## config.mk

```make
export PLATFORM = sky130hd
export DESIGN_NAME = tce_enable_gen
export DESIGN_NICKNAME = d
export VERILOG_FILES = /design/src/rtl/tce_pkg.sv /design/src/rtl/tce_reload_counter.sv /design/src/rtl/tce_wave_toggle.sv /design/src/rtl/tce_edge_strobe.sv /design/src/rtl/tce_enable_gen.sv
export SDC_FILE = /design/constraint.sdc
export NUM_CORES = 1
export LEC_CHECK = 0
export CORE_ASPECT_RATIO = 1.5
export CORE_MARGIN = 5
export CORE_UTILIZATION = 55
export DETAILED_ROUTE_END_ITERATION = 12
export PLACE_DENSITY = 0.75
export SYNTH_ARGS = -nofsm -noshare
export SYNTH_HDL_FRONTEND = slang
export SYNTH_SLANG_ARGS = --single-unit
```

## constraint.sdc

```tcl
create_clock -name clk_i -period 3.2 [get_ports clk_i]
set_clock_uncertainty 0.05 [all_clocks]
set_input_delay 0.64 -clock clk_i [delete_from_list [all_inputs] [get_ports clk_i]]
set_output_delay 0.64 -clock clk_i [all_outputs]
set_load 0.01 [all_outputs]
```

## src/rtl/tce_pkg.sv

```systemverilog
package tce_pkg;

  // Number of bits needed to hold values 0..top (at least one bit).
  function automatic int unsigned cnt_bits(input longint unsigned top);
    int unsigned b;
    b = 1;
    while (b < 63 && ((64'd1 << b) <= top)) b++;
    return b;
  endfunction

  // Interval in clock edges between two wave transitions.
  function automatic longint unsigned toggle_interval(input longint unsigned reload);
    return reload + 64'd1;
  endfunction

endpackage

```

## src/rtl/tce_reload_counter.sv

```systemverilog
module tce_reload_counter #(
  parameter int unsigned RELOAD = 10_000_000,
  parameter int unsigned CW     = tce_pkg::cnt_bits(longint'(RELOAD))
) (
  input  logic clk_i,
  input  logic rst_i,
  input  logic run_i,
  output logic expire_o
);

  localparam logic [CW-1:0] START = CW'(RELOAD);

  logic [CW-1:0] cnt_q;
  logic          at_zero;

  assign at_zero = (cnt_q == '0);

  always_ff @(posedge clk_i) begin
    if (rst_i) begin
      cnt_q <= START;
    end else if (run_i) begin
      if (at_zero) cnt_q <= START;
      else         cnt_q <= cnt_q - 1'b1;
    end
  end

  // Fires on the edge where the counter wraps; held off while paused.
  assign expire_o = run_i && at_zero;

endmodule

```

## src/rtl/tce_wave_toggle.sv

```systemverilog
module tce_wave_toggle (
  input  logic clk_i,
  input  logic rst_i,
  input  logic flip_i,
  output logic wave_o
);

  always_ff @(posedge clk_i) begin
    if (rst_i)       wave_o <= 1'b0;
    else if (flip_i) wave_o <= ~wave_o;
  end

endmodule

```

## src/rtl/tce_edge_strobe.sv

```systemverilog
module tce_edge_strobe (
  input  logic clk_i,
  input  logic rst_i,
  input  logic level_i,
  output logic strobe_o
);

  logic level_d;

  always_ff @(posedge clk_i) begin
    if (rst_i) level_d <= 1'b0;
    else       level_d <= level_i;
  end

  // Both inputs of the XOR are flops on clk_i, so the pulse is one period.
  assign strobe_o = level_i ^ level_d;

endmodule

```

## src/rtl/tce_enable_gen.sv

```systemverilog
module tce_enable_gen #(
  parameter int unsigned RELOAD = 10_000_000
) (
  input  logic clk_i,
  input  logic rst_i,
  input  logic run_i,
  output logic wave_o,
  output logic strobe_o
);

  localparam int unsigned CW = tce_pkg::cnt_bits(longint'(RELOAD));

  logic expire;
  logic wave;

  tce_reload_counter #(
    .RELOAD (RELOAD),
    .CW     (CW)
  ) cnt_u (
    .clk_i    (clk_i),
    .rst_i    (rst_i),
    .run_i    (run_i),
    .expire_o (expire)
  );

  tce_wave_toggle wave_u (
    .clk_i  (clk_i),
    .rst_i  (rst_i),
    .flip_i (expire),
    .wave_o (wave)
  );

  tce_edge_strobe edge_u (
    .clk_i    (clk_i),
    .rst_i    (rst_i),
    .level_i  (wave),
    .strobe_o (strobe_o)
  );

  assign wave_o = wave;

endmodule

```

Yosys cells after proc, flatten, opt, wreduce, memory -nomap -nowiden
Cells that the tools add are included.
{ "op_classes": {"n_addsub": 1, "reduce_logical": 2, "n_shift": 0, "n_bitwise": 2, "n_lt_le_gt_ge": 0, "div": 0, "n_mux": 1, "eq_ne": 0, "multipliers": 0} }
{ "ops": {"columns": ["op", "count"], "rows": [
  ["$logic_not 24->1", 1],
  ["$mux 24", 1],
  ["$sub 24x1->24 const B", 1],
  ["$logic_and 1x1->1", 1],
  ["$not 1->1", 1],
  ["$xor 1x1->1", 1]
]} }
{ "word_totals": {"mem_bits_rw": 0, "latchBits": 0, "mem_count": 0, "mem_bits_ro": 0, "elab_cells": 9, "in_bits": 3, "output_inout_bits": 2, "reg_bits": 26} }

Depth between registers and ports, before layout
{ "logic_depth": {"depth_word": 2, "depth_mapped": 7} }

By module
From an unflattened synthesis, not the netlist that was laid out.
{ "hier_totals": {"cells_unflattened": 145, "area_unflattened_um2": 1321.3} }
{ "by_module_without_submodules": {"columns": ["module", "area_each_um2", "n_inst", "cells_each"], "rows": [
  ["tce_reload_counter", 1253.7, 1, 139],
  ["tce_edge_strobe", 35.0, 1, 3],
  ["tce_wave_toggle", 32.5, 1, 3]
]} }

Worst setup path before layout
No wires, ideal clock.
{ "synth_timing": {"path_type": "input to register", "startpoint": "in run_i", "endpoint": "reg cnt_u.cnt_q[0]", "n_path_buf": 1, "cell_stages": 5, "t_arrival_ps": 1813, "required_ps": 3018, "path_slack_ps": 1205, "path_cell_list": "nor3b_2 > nand3b_1 > nor4_2 > buf_2 > nor3_1"} }
{ "synth_rtl": {"columns": ["element", "line", "source"], "rows": [
  ["from (decl)", "tce_enable_gen.sv:6", "input logic run_i,"],
  ["to (signal assigned)", "tce_reload_counter.sv:23", "else cnt_q <= cnt_q - 1'b1;"],
  ["to (decl)", "tce_reload_counter.sv:13", "logic [CW-1:0] cnt_q;"]
]} }

==> impl_metrics.tcl <==
set metrics [dict create \
    antenna_found_initial 0 \
    critPathCapture "cnt_u.cnt_q[21]$_SDFFE_PP0P_" \
    power_density_nw_per_um2 441 \
    clockRootBuffer "clkbuf_4" \
    nets 156 \
    finalHoldViolations 0 \
    outcome "complete, no violations" \
    synthFlopType "dfxtp_1" \
    post_drt_wl_per_cell_um 15.4 \
    ys_seq_area_share_pct 40.2 \
    grt_pass1_wl_um 4530 \
    syn2layout_area_growth_pct 8.59 \
    start_kind "primary input" \
    cts-buffers-inserted 3 \
    cts_tree "built" \
    synth_edf_count 0 \
    period_share_pct 74.9 \
    io_pins 5 \
    dp_hpwl_um 2020 \
    netlist_area_um2 1300 \
    core_um2 2260 \
    routabilityCongestion 0.926 \
    finalSetupViolCount 0 \
    ir_drop_v 0.000312 \
    slew_headroom_pct 56.1 \
    setup_tns_ps 0 \
    path_class "primary input to register" \
    clock-sinks 26 \
    worst_pin_slew_ps 652 \
    synth_top_family_by_area "simple AND/OR/NAND/NOR gates" \
    synthTopCellsByArea "dfxtp_1, xor2_1, nor3_1" \
    ys_types 39 \
    hold_buffers 0 \
    cts.reportedPaths.clkPinSlew_ps 140 \
    grt_pass1_vias 1073 \
    drt.antenna.violating_nets 0 \
    drtIter0Drc 35 \
    holdPathStages 2 \
    synthCells 144 \
    die-height_um 69.5 \
    drv_cap 0 \
    final_cell_mix "dfxtp_1, nor3_1, xor2_1" \
    hold_class "register to register" \
    yosys_warnings 0 \
    clock_path_buffers 2 \
    postCtsSetupBuffers 0 \
    rsz0062_at_grt "no" \
    routed_wl_um 2670 \
    synth_adder_area_share_pct 1.93 \
    synth-compound-area-share_pct 9.65 \
    grt_start_max_net_pins 15 \
    reg2reg_slack_ps 1110 \
    critical_path_required_ps 3400 \
    reg2regPathDepth 4 \
    synth_area_leader_cell "dfxtp_1" \
    vias 1121 \
    drc 0 \
    viasPerCell 6.48 \
    p_total_w 0.000620 \
    syn_avg_cell_area_um2 9.00 \
    die_w_um 49.6 \
    synth_top_area_share_pct 40.2 \
    insertion_delay_ps 330 \
    yosys.area_share.simple_pct 34.9 \
    drive_gt1_share_pct 10.7 \
    ys_seq_elements 26 \
    grt.total_usage_pct 16.3 \
    htreeDepth 1 \
    post_cts_resized 0 \
    start_util_pct 57.4 \
    antenna_cells 0 \
    slew_violations 0 \
    grt-ovfl-total 0 \
    leakage_nw 0.454 \
    final_common_cell "dfxtp_1" \
    cp_max_fo 8 \
    synthXorXnorAreaFrac_pct 9.46 \
    arrival_ps 2600 \
    portBuffers 4 \
    period_needed_ps 2400 \
    async_flop_share_pct 0 \
    synth_mux_area_share_pct 0.869 \
    crit_start "run_i" \
    synth_nets 149 \
    floorplan.rows 21 \
    max_freq_mhz 417 \
    timing.rr.start "cnt_u.cnt_q[4]$_SDFFE_PP0P_" \
    crit-reg2reg-capture "cnt_u.cnt_q[9]$_SDFFE_PP1P_" \
    die_area_um2 3450 \
    drt_pass1_iterations 4 \
    endpoint_kind "register" \
]
-- cells in the mapped netlist (2+ instances only) --
master and instances:
a211oi_1 4, or3_1 5, nor3_1 12, nand3_1 9, clkbuf_1 5, o21ai_0 3, xor2_1 11, nor4_2 2
ha_1 2, nor4_1 5, or4_1 5, o31ai_1 3, dfxtp_1 26, nor2_1 8, inv_1 3, xnor2_1 3
nand4_1 7, nand2_1 10
-- how the worst min path moves through the flow --
stage | end | slack (ps) | from
floorplan | cnt_u.cnt_q[17]$_SDFFE_PP0P_ | 430 | cnt_u.cnt_q[17]$_SDFFE_PP0P_
global placement | cnt_u.cnt_q[17]$_SDFFE_PP0P_ | 440 | cnt_u.cnt_q[17]$_SDFFE_PP0P_
detailed placement | cnt_u.cnt_q[21]$_SDFFE_PP0P_ | 450 | cnt_u.cnt_q[21]$_SDFFE_PP0P_
CTS | cnt_u.cnt_q[21]$_SDFFE_PP0P_ | 470 | cnt_u.cnt_q[21]$_SDFFE_PP0P_
global route | edge_u.level_d$_SDFF_PP0_ | 510 | wave_u.wave_o$_SDFFE_PP0P_
finish | cnt_u.cnt_q[17]$_SDFFE_PP0P_ | 470 | cnt_u.cnt_q[17]$_SDFFE_PP0P_
-- metal layers --
metal  GRT usage (%)  up-vias  wire (um)
met5               0        -          0
met4            9.04        0         73
li1                -      559          -
met3            2.37        7         75
met2            28.2       22       1410
met1            18.2      533       1110
-- final cells by class --
type	instances	area (um2)
timing repair buffer	8	70.1
inverter	4	15.0
sequential	26	520
tap	23	28.8
fill	199	852
clock buffer	4	36.3
multi-input combinational	108	737
-- registers in the layout, summed over array words and instances, names as in the netlist --
register        count
edge_u.level_d      1
wave_u.wave_o       1
cnt_u.cnt_q        24
-- worst max-delay path: stages --
cell	delay (ps)
clkdlybuf4s50_1	580
nor3b_2	430
nand4_1	250
or4_1	450
a211oi_1	240
-- metrics by stage --
| stage | cells | cell area, um2 | setup slack, ps | hold WS, ps | utilization [%] |
|---|---|---|---|---|---|
| global placement | 169 | 1370 | 541 | 444 | 60.7 |
| global route | 173 | 1410 | 600 | 505 | 62.3 |
| finish | 173 | 1410 | 803 | 471 | 62.3 |
| detailed placement | 169 | 1370 | 467 | 449 | 60.7 |
| floorplan | 144 | 1300 | 1200 | 425 | - |
| CTS | 173 | 1410 | 818 | 473 | 62.3 |
-- where the power goes --
| group | total [W] | leakage, nW | internal, W | switching, W |
|---|---|---|---|---|
| sequential | 0.000363 | 0.211 | 0.000341 | 0.0000225 |
| combinational | 0.0000902 | 0.221 | 0.0000374 | 0.0000528 |
| clock | 0.000167 | 0.0210 | 0.0000697 | 0.0000971 |
| total | 0.000620 | 0.454 | 0.000448 | 0.000172 |
-- cell families after synthesis --
logic type | Yosys count
and+or+nand+nor | 74
DFF | 26
AOI/OAI and AO/OA | 17
xor gates and xnor gates | 14
buffers and inverters | 10
adders and majority gates | 2
muxes | 1
(Power assumes the default switching activity.)
